<file path="src/rtl/tmr_pkg.sv">
package tmr_pkg;

    // widest prescale divisor is 1024, so the phase counter needs 10 bits
    localparam int PSC_W = 10;

    typedef enum logic [1:0] {
        IDX_RELOAD  = 2'd0,
        IDX_COUNT   = 2'd1,
        IDX_CONTROL = 2'd2,
        IDX_CAPTURE = 2'd3
    } reg_idx_e;

    // stored control bits 7:0, laid out in bit order
    typedef struct packed {
        logic [1:0] cap_mode;   // 7:6 kept, no function
        logic       irq_en;     // 5
        logic [1:0] edge_mode;  // 4:3 kept, no function
        logic [2:0] rate_sel;   // 2:0
    } ctrl_t;

    localparam int FLAG_BIT = 8;

    function automatic logic rate_ok(input logic [2:0] code);
        return code <= 3'd4;
    endfunction

    function automatic logic [PSC_W-1:0] rate_last(input logic [2:0] code);
        case (code)
            3'd0:    return PSC_W'(3);
            3'd1:    return PSC_W'(15);
            3'd2:    return PSC_W'(63);
            3'd3:    return PSC_W'(255);
            default: return PSC_W'(1023);
        endcase
    endfunction

endpackage

</file>
<file path="src/rtl/tmr_prescaler.sv">
module tmr_prescaler
    import tmr_pkg::*;
(
    input  logic       clk,
    input  logic       rst,
    input  logic       run,
    input  logic       restart,
    input  logic [2:0] rate_sel,
    output logic       tick_o
);

    logic [PSC_W-1:0] phase_q;
    logic [PSC_W-1:0] last;
    logic             at_end;

    assign last   = rate_last(rate_sel);
    assign at_end = phase_q >= last;
    assign tick_o = run && !restart && rate_ok(rate_sel) && at_end;

    always_ff @(posedge clk) begin
        if (rst || !run || restart || at_end) begin
            phase_q <= '0;
        end else begin
            phase_q <= phase_q + PSC_W'(1);
        end
    end


    stopped_phase_clear_chk: assert property (@(posedge clk) disable iff (rst)
        !run |=> phase_q == '0);


    restart_phase_clear_chk: assert property (@(posedge clk) disable iff (rst)
        restart |=> phase_q == '0);


    tick_wraps_chk: assert property (@(posedge clk) disable iff (rst)
        tick_o |=> phase_q == '0);

endmodule

</file>
<file path="src/rtl/tmr_count_core.sv">
module tmr_count_core #(
    parameter int DATA_W = 32
) (
    input  logic              clk,
    input  logic              rst,
    input  logic              tick,
    input  logic              cnt_we,
    input  logic [DATA_W-1:0] cnt_wd,
    input  logic [DATA_W-1:0] reload,
    input  logic              flag_clr,
    output logic [DATA_W-1:0] cnt_o,
    output logic              flag_o
);

    logic [DATA_W-1:0] cnt_q;
    logic              flag_q;
    logic              wrap;

    assign wrap = tick && !cnt_we && (cnt_q == '0);

    always_ff @(posedge clk) begin
        if (rst) begin
            cnt_q <= '1;
        end else if (cnt_we) begin
            cnt_q <= cnt_wd;
        end else if (tick) begin
            cnt_q <= (cnt_q == '0) ? reload : cnt_q - DATA_W'(1);
        end
    end

    // a wrap and a clear never share a cycle; if they did, the wrap wins
    always_ff @(posedge clk) begin
        if (rst) begin
            flag_q <= 1'b0;
        end else if (wrap) begin
            flag_q <= 1'b1;
        end else if (flag_clr) begin
            flag_q <= 1'b0;
        end
    end

    assign cnt_o  = cnt_q;
    assign flag_o = flag_q;


    wrap_reload_chk: assert property (@(posedge clk) disable iff (rst)
        (tick && !cnt_we && cnt_q == '0) |=> (flag_q && cnt_q == $past(reload)));


    hold_chk: assert property (@(posedge clk) disable iff (rst)
        (!tick && !cnt_we) |=> $stable(cnt_q));


    write_wins_chk: assert property (@(posedge clk) disable iff (rst)
        cnt_we |=> cnt_q == $past(cnt_wd));


    flag_clear_chk: assert property (@(posedge clk) disable iff (rst)
        (flag_clr && !wrap) |=> !flag_q);

endmodule

</file>
<file path="src/rtl/reload_down_timer.sv">
module reload_down_timer
    import tmr_pkg::*;
#(
    parameter int DATA_W      = 32,
    parameter int ADDR_W      = 5,
    parameter bit HAS_CAPTURE = 1'b1
) (
    input  logic              clk,
    input  logic              rst,
    input  logic              run_i,
    input  logic              bus_wr,
    input  logic              bus_rd,
    input  logic [ADDR_W-1:0] bus_addr,
    input  logic [DATA_W-1:0] bus_wdata,
    output logic [DATA_W-1:0] bus_rdata,
    output logic              irq_o,
    output logic              bad_acc_o
);

    localparam int IDX_W = ADDR_W - 2;

    logic [IDX_W-1:0]  idx;
    logic [1:0]        addr_unused;
    logic              idx_ok;
    logic              hi_zero;
    reg_idx_e          sel;
    logic [DATA_W-1:0] reload_q;
    logic [DATA_W-1:0] capture_q;
    ctrl_t             ctrl_q;
    logic              bad_q;
    logic              we_reload, we_count, we_ctrl, we_capture;
    logic              tick;
    logic [DATA_W-1:0] cnt;
    logic              flag;

    assign idx         = bus_addr[ADDR_W-1:2];
    assign addr_unused = bus_addr[1:0];
    assign hi_zero     = (idx >> 2) == '0;
    assign sel         = reg_idx_e'(idx[1:0]);
    assign idx_ok      = hi_zero && (sel != IDX_CAPTURE || HAS_CAPTURE);

    assign we_reload  = bus_wr && idx_ok && sel == IDX_RELOAD;
    assign we_count   = bus_wr && idx_ok && sel == IDX_COUNT;
    assign we_ctrl    = bus_wr && idx_ok && sel == IDX_CONTROL;
    assign we_capture = bus_wr && idx_ok && sel == IDX_CAPTURE;

    always_ff @(posedge clk) begin
        if (rst) begin
            reload_q <= '1;
            ctrl_q   <= '0;
            bad_q    <= 1'b0;
        end else begin
            if (we_reload) reload_q <= bus_wdata;
            if (we_ctrl)   ctrl_q   <= ctrl_t'(bus_wdata[7:0]);
            bad_q <= (bus_wr || bus_rd) && !idx_ok;
        end
    end

    generate
        if (HAS_CAPTURE) begin : g_cap
            logic [DATA_W-1:0] cap_q;
            always_ff @(posedge clk) begin
                if (rst)             cap_q <= '0;
                else if (we_capture) cap_q <= bus_wdata;
            end
            assign capture_q = cap_q;
        end else begin : g_nocap
            assign capture_q = '0;
        end
    endgenerate

    tmr_prescaler u_psc (
        .clk      (clk),
        .rst      (rst),
        .run      (run_i),
        .restart  (we_ctrl),
        .rate_sel (ctrl_q.rate_sel),
        .tick_o   (tick)
    );

    tmr_count_core #(.DATA_W(DATA_W)) u_core (
        .clk      (clk),
        .rst      (rst),
        .tick     (tick),
        .cnt_we   (we_count),
        .cnt_wd   (bus_wdata),
        .reload   (reload_q),
        .flag_clr (we_ctrl && !bus_wdata[FLAG_BIT]),
        .cnt_o    (cnt),
        .flag_o   (flag)
    );

    always_comb begin
        bus_rdata = '0;
        if (idx_ok) begin
            case (sel)
                IDX_RELOAD:  bus_rdata = reload_q;
                IDX_COUNT:   bus_rdata = cnt;
                IDX_CONTROL: bus_rdata = {{(DATA_W-9){1'b0}}, flag, ctrl_q};
                default:     bus_rdata = capture_q;
            endcase
        end
    end

    assign irq_o     = flag && ctrl_q.irq_en;
    assign bad_acc_o = bad_q;


    bad_pulse_chk: assert property (@(posedge clk) disable iff (rst)
        ((bus_wr || bus_rd) && !idx_ok) |=> bad_acc_o);


    bad_quiet_chk: assert property (@(posedge clk) disable iff (rst)
        !(bus_wr || bus_rd) |=> !bad_acc_o);


    reload_guard_chk: assert property (@(posedge clk) disable iff (rst)
        !we_reload |=> $stable(reload_q));


    irq_needs_flag_chk: assert property (@(posedge clk) disable iff (rst)
        $rose(irq_o) |-> (flag && ctrl_q.irq_en));

endmodule

</file>
<file path="config.mk">
export PLATFORM = sky130hd
export DESIGN_NAME = reload_down_timer
export DESIGN_NICKNAME = d
export VERILOG_FILES = /design/src/rtl/tmr_pkg.sv /design/src/rtl/tmr_prescaler.sv /design/src/rtl/tmr_count_core.sv /design/src/rtl/reload_down_timer.sv
export SDC_FILE = /design/constraint.sdc
export NUM_CORES = 1
export LEC_CHECK = 0
export CAP_MARGIN = 20
export CORE_MARGIN = 1.5
export CORE_UTILIZATION = 57
export DETAILED_ROUTE_END_ITERATION = 8
export HOLD_SLACK_MARGIN = 0.03
export PLACE_DENSITY = 0.81
export SLEW_MARGIN = 0
export SYNTH_ARGS = -nofsm -noshare
export SYNTH_HDL_FRONTEND = slang
export SYNTH_SLANG_ARGS = --single-unit
</file>
<file path="constraint.sdc">
create_clock -name clk -period 2.5 [get_ports clk]
set_clock_uncertainty 0.05 [all_clocks]
set_input_delay 0.375 -clock clk [delete_from_list [all_inputs] [get_ports clk]]
set_output_delay 0.375 -clock clk [all_outputs]
set_load 0.005 [all_outputs]
</file>
==> results.txt, run 1 <==
* Portion of synthesized cell area occupied by the leading cell type: 0.348
- In this run the horizontal extent of the chip is 111 µm.
- TritonCTS Sinks: 116
- In this run the deepest clock path goes through 2 buffers.
- The initial utilization of the core area, before any placement, comes to 0.584.
- Number of synthesized flops with an enable pin: 0
- Cells along the critical path: dlygate4sd2_1, buf_2, nor2_2, buf_6, a22oi_1, nor2_1, clkdlybuf4s50_1
- Post-synthesis cell type count: 62
- At the end of routability-driven placement, the weighted congestion stood at 0.875.
- Hold repair after CTS inserted 0 buffers.
- Clock-pin slew was measured on the worst setup and hold paths at 0.05 ns.
- GR Overflow Total: 0
* Register-to-register setup slack: 0.13 ns
- Number of endpoints failing setup at the final stage: 0
- Max-slew violation count: 0
- Yosys Warn Count: 0
- DRC Markers: 0
* Cell family with most CP delay: buffers and inverters
- Largest net degree at the start of global routing: 44
* Status: completed
- The startpoint identified for the worst hold timing path is rst.
- Area after detailed placement: 7640 µm²
- Estimated wirelength of the detail-placed design: 12800 µm
- After floorplanning, the core was sized to cover 11400 µm².
- Worst Path Class, Setup: in2out
* Synth top cells by count: 190 x nand2_1, 116 x dfxtp_1, 82 x nor2_1
- Of the total synthesized cell area, the portion taken by AND, OR, NAND and NOR gates is 0.308.
* Post-Synthesis Cells: 849
* Reg2reg path depth: 10
- Synthesized netlist net count: 902
- The routed design has 19600 µm of wire.
* Total routing resource utilization after global routing: 0.317
- Launching point of the worst reg2reg path: ctrl_q[2]$_SDFFE_PP0P_
- The count of endpoints failing hold in the final timing report was 0.
- Of all nets on the critical path, the largest fanout is 12.
- The initial antenna violation count came to 0.
* Cell with the most instances after synthesis: nand2_1
- By area, the combinational part of the netlist is dominated by simple AND/OR/NAND/NOR gates.
* Multiplexer share of the synthesized area: 0.0750
- Detailed Routing Iterations Pass 1: 8
- In this run the cell area of the synthesized design comes to 6670 µm².
- Endpoint type of the worst setup path: output port
* End point of the most critical hold path: capture_q[9]$_SDFFE_PP0P_
* Depth of the CTS H-tree: 4
- Summed over all cells, the static leakage comes to 3.17 nW.
- Number of DRC violations after detailed-routing iteration 0: 569
- Number of post-CTS setup repair buffers: 0
- Of the total synthesized cell area, the portion taken by full adders, half adders and majority gates is 0.0206.
- The number of global-route vias before repair came to 6457.
- Max-cap violations in this run came to 0.
- Critical Path RT: 2.08 ns
- Final critical path time including I/O delays and setup: 2.40 ns
- Buffers inserted during clock tree synthesis total 17.
- After synthesis the netlist holds a flip-flop and latch count of 116.
* Buffering stage count on the worst path with inverters included: 4
- Placement row count: 39
* Post-detailed-route wirelength per cell: 18.2 µm
- For the pin with the worst max-slew slack, the measured transition is 0.625 ns.
- Die Ht: 111 µm
- The die covers 12400 µm².
- Share of async-settable or async-resettable flops after synthesis: 0
* Clock tree from TritonCTS: done
- Wire length of the first global-routing pass: 31900 µm
- Sequential area share after synthesis: 0.348
* Maximum clock frequency: 0.416 GHz
* Clock root buffer: clkbuf_16
- Number of top-level pins: 76
- For this design the ratio of total power to cell area is 574 nW/µm².
- Highest cell delay on the worst timing path: 0.54 ns
* Mean Syn Cell Area: 7.86 µm²
* Type of the tightest min-delay check: in2reg
* Xor and xnor area share after synthesis: 0.0447
* Worst-path cell with the longest stage delay: clkdlybuf4s50_1
- The worst register-to-register path ends at u_core.cnt_o[5]$_SDFFE_PP1P_.
- WP data arrival: 1.98 ns
- In the routed layout, each cell is associated on average with a via count of 6.23.
* Insertion delay to the later sink of the worst-skew pair: 0.42 ns
* Post-Route Utilization: 0.718
* Post-layout net count: 973
- IR analysis of the VDD net gives a maximum drop of 0.000737 V.
* Post-detailed-route count of antenna-violating nets: 0
- Diode count: 0
- Among all flip-flop cells after synthesis, the most frequent one is dfxtp_1.
- Final worst path period share: 0.962
- Layout cell share with drive strength beyond 1: 0.137
- The area growth from synthesis to layout is 23.0%.
- Vias: 6693
- Layout Cell Area excl Fill: 8200 µm²
- Biggest area consumer among synthesized cells: dfxtp_1
* CP Launch Type: input pin
- Top area cells in the synthesized netlist: dfxtp_1 35%, nand2_1 11%, a21oi_1 5.3%
* Compound-gate portion of the synthesized area: 0.147
- Input and output buffers added on the ports amount to 73.
* Layout filler cell count: 887
- In this run the tightest slew margin relative to its limit is 0.582.
- The worst hold path was traced through 2 stages.
cell usage in the layout (no fill, tap or decap), types with 8 or more instances in the layout:
| cell | netlist | layout |
|---|---|---|
| a211o_1 | 11 | 11 |
| a21oi_1 | 71 | 71 |
| a22oi_1 | 23 | 23 |
| a31oi_1 | 8 | 8 |
| buf_4 | 3 | 44 |
| clkbuf_16 | 0 | 17 |
| clkdlybuf4s50_1 | 0 | 70 |
| dfxtp_1 | 116 | 116 |
| ha_1 | 11 | 11 |
| inv_1 | 8 | 8 |
| mux2_2 | 22 | 22 |
| mux4_2 | 9 | 9 |
| nand2_1 | 190 | 190 |
| nand3_1 | 16 | 16 |
| nand3b_1 | 34 | 34 |
| nor2_1 | 82 | 80 |
| nor2b_1 | 10 | 10 |
| nor3_1 | 29 | 29 |
| nor4_1 | 9 | 9 |
| o21ai_0 | 10 | 9 |
| or3_1 | 9 | 9 |
| xnor2_1 | 14 | 14 |
| xor2_1 | 20 | 20 |
logic make-up (layout without fill, tap and decap cells):
family / count (synthesis) / count (layout)
AO/OA/AOI/OAI: 154 / 154
XOR/XNOR: 34 / 34
adder cells (fa/ha/maj): 11 / 11
buffers and inverters: 80 / 162
flip-flops: 116 / 116
multiplexers: 36 / 36
AND/OR/NAND/NOR: 418 / 418
sequential cells by signal (all words and copies together), names as in the netlist:
name / flops
capture_q: 32
reload_q: 32
u_core.cnt_o: 32
u_psc.phase_q: 10
ctrl_q: 8
bad_acc_o: 1
u_core.flag_o: 1
layout make-up:
cell class,instances,area (µm²),area share
Multi-Input combinational cell,653,3990,0.486
Sequential cell,116,2320,0.283
Timing Repair Buffer,124,1150,0.141
Clock buffer,24,472,0.0575
Tap cell,143,179,0.0218
Clock inverter,6,55.1,0.00671
Inverter,8,30.0,0.00366
power breakdown:
group | switching (mW) | leakage (nW) | internal, mW
Combinational | 0.261 | 1.96 | 0.283
Clock | 0.804 | 0.263 | 1.39
Sequential | 0.0609 | 0.943 | 1.90
Total | 1.13 | 3.17 | 3.58
per-stage QoR:
step / setup slack (ns) / cells / power (mW) / TNS [ns] / hold WS [ns]
global placement: -0.0854 / 1043 / 2.51 / -0.993 / 0.386
detailed placement: -0.120 / 1043 / 2.53 / -1.76 / 0.394
finish: 0.0957 / 1074 / 4.71 / 0 / 0.358
floorplan: 0.252 / 849 / 2.27 / 0 / 0.376
global route: -0.0262 / 1074 / 4.86 / -0.0880 / 0.382
CTS: 0.105 / 1074 / 4.71 / 0 / 0.342
per-layer routing:
layer,part of all wire,routed length (µm),vias up,GRT usage
li1,-,-,3109,-
met1,0.40,7880,3176,0.404
met2,0.48,9490,352,0.523
met3,0.088,1720,56,0.0645
met4,0.025,483,0,0.137
met5,0,0,-,0
worst max path at each step:
| stage | start | end | slack, ns | cells past startpoint |
|---|---|---|---|---|
| 2_1_floorplan | ctrl_q[2]$_SDFFE_PP0P_ | u_core.cnt_o[12]$_SDFFE_PP1P_ | 0.25 | 10 |
| 3_3_place_gp | bus_addr[2] | bus_rdata[5] | -0.09 | 6 |
| 3_5_place_dp | bus_addr[2] | bus_rdata[20] | -0.12 | 7 |
| 4_1_cts | ctrl_q[2]$_SDFFE_PP0P_ | bus_rdata[2] | 0.11 | 4 |
| 5_1_grt | ctrl_q[2]$_SDFFE_PP0P_ | u_core.cnt_o[3]$_SDFFE_PP1P_ | -0.03 | 10 |
| 6_report | bus_addr[2] | bus_rdata[21] | 0.1 | 7 |
what timing repair did:
item	4_1_cts	5_1_grt
cloned	1	0
gates resized for setup	7	5
setup endpoints to repair	33	9
No activity file was read; power rests on OpenSTA's default activity.
==> inputs of run 2 (changes only) <==
--- a/config.mk
+++ b/config.mk
@@ -10,7 +10,7 @@
 export CORE_UTILIZATION = 57
 export DETAILED_ROUTE_END_ITERATION = 8
 export HOLD_SLACK_MARGIN = 0.03
-export PLACE_DENSITY = 0.81
+export PLACE_DENSITY_LB_ADDON = 0.05
 export SLEW_MARGIN = 0
 export SYNTH_ARGS = -nofsm -noshare
 export SYNTH_HDL_FRONTEND = slang
==> run 2 against run 1 <==
Against the previous run: sequential power about the same; die area unchanged; power up 1.4%; cell count unchanged; critical path depth down 1; worst setup slack better by 0.0069 ns; clock power up 3%.
==> results.txt, run 2 (synthesis gave the netlist of run 1 again) <==
- The total chip power is 4.77 mW (+1.4%).
* Internal power component: 3.64 mW (+1.7%)
* GR Overflow Total: 0 (unchanged)
- The run finished with clean final reports.
* Unrepaired setup endpoints after global routing: false
- Post-detailed-route wirelength per cell: 18.2 µm (-0.29%)
* Most common library cell in the layout ignoring fill and taps: nand2_1
- The slowest stage of the critical path belongs to the cell clkdlybuf4s50_1.
- Clock tree from TritonCTS: done
- The post-detailed-placement half-perimeter wirelength was 12900 µm (+0.25%).
* Reported max-cap violation count: 0 (unchanged)
- Highest cell delay on the worst timing path: 0.46 ns (-0.08 ns)
- Detailed Routing Iterations Pass 1: 8 (unchanged)
- Switching component of the power: 1.13 mW (+0.53%)
- The height of the die was 111 µm (unchanged).
- The overall die width was 111 µm (unchanged).
* Setup TNS after final layout: 0 ns (unchanged)
* Layout Cell Area excl Fill: 8240 µm² (+0.50%)
* Pleak: 3.19 nW (+0.69%)
- Max-slew headroom at the worst pin: 0.564 (-0.0180)
* Sequential cell fraction of total power: 0.411 (-0.006)
* Fraction of power consumed by the clock network: 0.474 (+0.007)
* Clock-pin slew of the registers on the worst-case setup and hold paths: 0.05 ns (about the same)
* Comb pwr share: 0.115 (about the same)
- Port buffer count: 73 (unchanged)
- The maximum number of pins on one net before global-route repair is 39 (-11%).
* Layout cell share with drive strength beyond 1: 0.141 (+0.00322)
- The global-route usage over all layers was 0.322 (+0.00457).
- The number of failing setup endpoints in the final timing report came to 0 (unchanged).
- Highest-count cells in the layout ignoring fill and taps: 190 x nand2_1, 113 x dfxtp_1, 80 x nor2_1
- The clock period minus final worst setup slack is 2.40 ns (-0.00686 ns).
- The overall via count from detail_route was 6625 (-1.0%).
- The count of final max-slew check failures was 0 (unchanged).
* Placement row count: 39 (unchanged)
- The global placer's final weighted congestion was 0.849 (-3.0%).
- The initial antenna violation count is 0 (unchanged).
- The cell area reported after detailed placement was 7640 µm² (about the same).
- The maximum fanout count along the critical path is 15 (+3).
- In this run the clock root is driven by a clkbuf_16.
* CORE AREA: 11400 µm² (unchanged)
* Final Hold Violating Endpoints: 0 (unchanged)
- The most numerous cell type found on the critical path is buf_4.
* CTS max path bufs: 2 (unchanged)
- The number of nets with antenna violations after routing was 0 (unchanged).
- By startpoint and endpoint, the worst setup path is classified as in2out.
* Inserted Clock Buffers: 17 (unchanged)
- Endpoint type of the worst setup path: output port
- The number of filler instances in the final layout came to 910 (+2.6%).
* TritonCTS Sinks: 116 (unchanged)
* Tightest Pin Transition: 0.652 ns (+0.0269 ns)
- Final worst path period share: 0.959 (-0.00275)
* CP Launch Type: input pin
- DRC Markers: 0 (unchanged)
* Number of DRC violations after detailed-routing iteration 0: 600 (+5.4%)
- Wire length of the first global-routing pass: 32200 µm (+1.0%)
* Insertion delay to the later sink of the worst-skew pair: 0.42 ns (about the same)
- Number of top-level pins: 76 (unchanged)
- Starting density of the core: 0.584 (unchanged)
- The count of placed standard cells including taps came to 1040 (-0.29%).
- Filler-free cell count of the finished design: 1074 (unchanged)
- Post-layout net count: 973 (unchanged)
- The number of diodes was 0 (unchanged).
- The total die area was 12400 µm² (unchanged).
* IR drop worst, VDD: 0.000557 V (-24%)
- The count of hold buffers inserted by post-cts repair is 0 (unchanged).
- Cell area power density: 579 nW/µm² (+0.88%)
- Number of global-route vias before repair: 6678 (+3.4%)
- The required time at the worst-slack endpoint came to 2.08 ns (about the same).
* Via count normalized by instance count: 6.17 (-1.0%)
* Depth of the CTS H-tree: 4 (unchanged)
- Cells along the critical path: buf_4, buf_4, mux2_2, a22oi_1, nor2_1, clkdlybuf4s50_1
- WP data arrival: 1.97 ns (about the same)
- The switching power as a share of total power was 0.237 (-0.00202).
- The overall routed net length is 19500 µm (-0.29%).
- The worst hold path belongs to the class reg2reg.
- The area growth from synthesis to layout is 23.6%.
* Maximum clock frequency: 0.417 GHz (+0.29%)
-- run 2: cell count changes in the layout (fill, tap and decap cells not counted), moves of 2 or more --
| cell | delta |
|---|---|
| dfxtp_2 | +3 |
| dfxtp_1 | -3 |
| buf_4 | -3 |
| clkbuf_8 | +2 |
| buf_12 | +2 |
-- run 2: through the flow --
stage	util	hold slack (ns)	setup WS, ns
6_report	0.722	0.402	0.103
5_1_grt	0.722	0.425	0.00829
4_1_cts	0.718	0.404	0.0507
3_5_place_dp	0.670	0.397	-0.0685
3_3_place_gp	0.670	0.387	-0.0569
2_1_floorplan	-	0.376	0.252
-- run 2: critical path: cells and delay by family --
family                 cells  cell delay, ns
AO/OA/AOI/OAI              1            0.18
multiplexers               1            0.34
buffers and inverters      3            1.00
AND/OR/NAND/NOR            1            0.08
-- run 2: power by group through the flow --
stage	registers [mW]	clock network [mW]	logic [mW]
final	1.96	2.26	0.547
after detailed placement	2.00	0	0.534
after global routing	1.97	2.36	0.590
after floorplan	1.98	0	0.298
after CTS	1.96	2.28	0.542
after global placement	1.99	0	0.519
-- run 2: per-layer routing --
metal  track usage  vias to the layer above  routed length, µm  part of all wire
li1              -                     3107                  -                 -
met1         0.389                     3174               8090              0.41
met2         0.553                      292               9530              0.49
met3        0.0689                       52               1390             0.071
met4         0.136                        0                503             0.026
met5             0                        -                  0                 0
-- run 2: worst paths after layout --
kind,from,to,slack [ns],depth (start not counted)
min,ctrl_q[6]$_SDFFE_PP0P_,ctrl_q[6]$_SDFFE_PP0P_,0.40,2
min reg2reg,ctrl_q[6]$_SDFFE_PP0P_,ctrl_q[6]$_SDFFE_PP0P_,0.40,2
max,bus_addr[3],bus_rdata[26],0.10,6
max reg2reg,ctrl_q[1]$_SDFFE_PP0P_,u_core.cnt_o[9]$_SDFFE_PP1P_,0.17,10
-- run 2: timing repair --
action,4_1_cts,5_1_grt
pin swaps,0,1
setup endpoints to repair,26,17
cloned,1,1
buffers inserted,0,2
gates resized for setup,4,7
-- run 2: layout make-up --
type / instances / area, µm² / share of cell area
clock buffers: 25 / 495 / 0.0601
clock inverters: 5 / 50.0 / 0.00607
inverters: 8 / 30.0 / 0.00364
multi-input cells: 653 / 3990 / 0.483
flip-flops and latches: 116 / 2330 / 0.282
well taps: 143 / 179 / 0.0217
repair buffers: 124 / 1180 / 0.143
==> inputs of run 3 (changes only) <==
--- a/config.mk
+++ b/config.mk
@@ -6,8 +6,10 @@
 export NUM_CORES = 1
 export LEC_CHECK = 0
 export CAP_MARGIN = 20
+export CELL_PAD_IN_SITES_DETAIL_PLACEMENT = 1
+export CELL_PAD_IN_SITES_GLOBAL_PLACEMENT = 2
 export CORE_MARGIN = 1.5
-export CORE_UTILIZATION = 57
+export CORE_UTILIZATION = 33
 export DETAILED_ROUTE_END_ITERATION = 8
 export HOLD_SLACK_MARGIN = 0.03
 export PLACE_DENSITY_LB_ADDON = 0.05
==> run 3 against run 2 <==
Against the previous run: power up 7.5%; combinational power grew 4.6%; maximum frequency is 0.89% lower; critical path type is now reg2out.
==> results.txt, run 3 (synthesis gave the netlist of run 1 again) <==
- Die area: 21100 µm² (+71%)
* Highest-count cells in the layout ignoring fill and taps: 190 x nand2_1, 113 x dfxtp_1, 79 x nor2_1
- CTS max path bufs: 2 (unchanged)
- WHS: 0.363 ns (-0.0394 ns)
* Wire length on met1: 10900 µm (+35%)
- TritonCTS Sinks: 116 (unchanged)
- Area added between synthesis and finish: 29.2%
- Vias: 6599 (-0.39%)
- The library cell used most frequently in the layout, excluding fill and tap cells, is nand2_1.
- Layout cell share with drive strength beyond 1: 0.165 (+0.0240)
- Uppermost layer routed: met4
* Internal power component: 3.90 mW (+7.0%)
- The normalized max-slew margin came to 0.666 (+0.102).
- Gpl congestion: 0.787 (-7.2%)
- TritonCTS built the clock tree.
* Pleak: 3.30 nW (+3.5%)
- The critical path depth in cells came to 4 (-2).
* Sequential cell fraction of total power: 0.382 (-0.029)
- Worst Path Class, Setup: reg2out
- The number of global-route vias before repair is 7132 (+6.8%).
* Die Ht: 145 µm (+31%)
- Depth of the CTS H-tree: 4 (unchanged)
- CP Launch Point: u_core.cnt_o[6]$_SDFFE_PP1P_
- The global-route wire length before repair is 38600 µm (+20%).
* IR drop worst, VDD: 0.000419 V (-25%)
* Sw Ratio: 0.241 (+0.00335)
* Number of endpoints failing setup at the final stage: 0 (unchanged)
* Fraction of power consumed by the clock network: 0.506 (+0.032)
* Number of antenna violations at the first check in global routing: 0 (unchanged)
- The initial core utilization came to 0.339 (-0.245).
- The proportion of power drawn by combinational gates came to 0.112 (-0.003).
- Reg-to-reg critical path endpoint: u_core.cnt_o[27]$_SDFFE_PP1P_
* Critical path fanouts, max: 4 (-11)
- Final Hold Violating Endpoints: 0 (unchanged)
- Sum of met3 wire segment lengths after detailed routing: 804 µm (-42%)
- Tightest Pin Transition: 0.497 ns (-0.154 ns)
- Highest cell delay on the worst timing path: 0.47 ns (about the same)
- The arrival time of the worst setup path came to 1.99 ns (+0.02 ns).
- The global-route usage over all layers was 0.231 (-0.0911).
* Cell area power density: 596 nW/µm² (+2.9%)
- The met2 wire length is 11900 µm (+25%).
- CORE AREA: 19700 µm² (+72%)
* Launching point of the worst reg2reg path: ctrl_q[1]$_SDFFE_PP0P_
- Critical Path RT: 2.08 ns (about the same)
- The number of nets in the final layout was 988 (+1.5%).
- The number of nets with antenna violations after routing was 0 (unchanged).
- Type of the tightest min-delay check: in2reg
- The final total negative setup slack came to 0 ns (unchanged).
- Diode count: 0 (unchanged)
- Clock root buffer: clkbuf_16
* Estimated wirelength of the detail-placed design: 16600 µm (+29%)
- Final worst path period share: 0.968 (+0.00863)
- The register-to-register setup slack is 0.14 ns (-0.03 ns).
* Inserted Clock Buffers: 17 (unchanged)
* Switching component of the power: 1.23 mW (+9.0%)
- Largest net degree at the start of global routing: 38 (-2.6%)
- Insertion delay to the later sink of the worst-skew pair: 0.42 ns (about the same)
- The count of boundary I/O pins came to 76 (unchanged).
- Worst-path cell with the longest stage delay: clkdlybuf4s50_1
* Detailed Routing Iterations Pass 1: 5 (-3)
- Combined area of the multi-input logic cells: 4010 µm² (+0.72%)
* Reg2reg path depth: 11 (+1)
- Maximum clock frequency: 0.413 GHz (-0.89%)
* Buffering stage count on the worst path with inverters included: 2 (-1)
- The clock period minus final worst setup slack was 2.42 ns (+0.0216 ns).
- Post-detailed-route wirelength per cell: 19.8 µm (+9.2%)
- Max-slew violation count: 0 (unchanged)
* Clock-pin slew of the registers on the worst-case setup and hold paths: 0.05 ns (about the same)
- Status: completed
* Cells along the critical path: buf_4, mux4_2, nor2b_1, clkdlybuf4s50_1
- Cell family with most CP delay: buffers and inverters
- Seq. cell area: 2330 µm² (+0.11%)
- Placement row count: 51 (+31%)
* Reported max-cap violation count: 0 (unchanged)
* CP Capture Point: bus_rdata[6]
- The number of filler instances in the final layout was 2381 (+160%).
- STA classifies the critical path startpoint as a flip-flop.
- The count of hold buffers inserted by post-cts repair is 0 (unchanged).
- Number of DRC violations after detailed-routing iteration 0: 307 (-49%)
- Die width: 145 µm (+31%)
- Via count normalized by instance count: 5.44 (-12%)
- The worst setup path is captured at an output port.
* GR Overflow Total: 0 (unchanged)
- The count of port buffers added during placement is 73 (unchanged).
- The overall routed net length is 24000 µm (+23%).
* DRC Markers: 0 (unchanged)
==> run 3: changes by cell type in the layout (fill, tap and decap cells not counted), sizes merged <==
cell | before | now
clkbuf | 25 | 20
dlygate4sd2 | 1 | 0
clkinvlp | 0 | 1
clkinv | 4 | 6
buf | 53 | 69
bufinv | 1 | 4
==> run 3: how the worst min path moves through the flow <==
| stage | startpoint | to | slack (ns) | cells past startpoint |
|---|---|---|---|---|
| 3_5_place_dp | capture_q[5]$_SDFFE_PP0P_ | capture_q[5]$_SDFFE_PP0P_ | 0.40 | 2 |
| 2_1_floorplan | u_psc.phase_q[0]$_SDFF_PP0_ | u_psc.phase_q[0]$_SDFF_PP0_ | 0.38 | 1 |
| 4_1_cts | rst | capture_q[23]$_SDFFE_PP0P_ | 0.36 | 2 |
| 3_3_place_gp | u_psc.phase_q[0]$_SDFF_PP0_ | u_psc.phase_q[0]$_SDFF_PP0_ | 0.39 | 1 |
| 5_1_grt | rst | u_core.flag_o$_SDFFE_PP0P_ | 0.38 | 2 |
| 6_report | rst | u_core.flag_o$_SDFFE_PP0P_ | 0.36 | 2 |
==> run 3: layout make-up <==
class	instances	share of cell area
clock inverters	11	0.0183
well taps	265	0.0385
repair buffers	139	0.150
multi-input cells	653	0.466
flip-flops and latches	116	0.270
inverters	8	0.00349
clock buffers	20	0.0530
==> run 3: what timing repair did <==
item                       4_1_cts  5_1_grt
setup endpoints to repair        0       33
gates resized for setup          0       15
setup buffers                    0        3
==> run 3: layer usage <==
layer	track usage	vias to the layer above
met3	0.0472	32
met5	0	-
met2	0.401	125
met4	0.0602	0
li1	-	3133
met1	0.290	3309
==> run 3: metrics by stage <==
step                      worst slack, ns  cells  power, mW   util  cell area, µm²
after floorplan                     0.252    849       2.27      -            6670
after global placement             0.0587   1178       2.55  0.403            7920
after detailed placement          -0.0582   1178       2.57  0.403            7920
after CTS                         0.00267   1209       5.18  0.434            8530
after global routing             -0.00281   1212       5.32  0.438            8610
final                              0.0810   1212       5.13  0.438            8610
==> run 3: power groups by stage <==
| stage | registers (mW) | clock network [mW] | logic [mW] |
|---|---|---|---|
| 2_1_floorplan | 1.98 | 0 | 0.298 |
| 3_3_place_gp | 2.00 | 0 | 0.555 |
| 3_5_place_dp | 2.00 | 0 | 0.570 |
| 4_1_cts | 1.96 | 2.65 | 0.574 |
| 5_1_grt | 1.97 | 2.73 | 0.624 |
| 6_report | 1.96 | 2.60 | 0.572 |
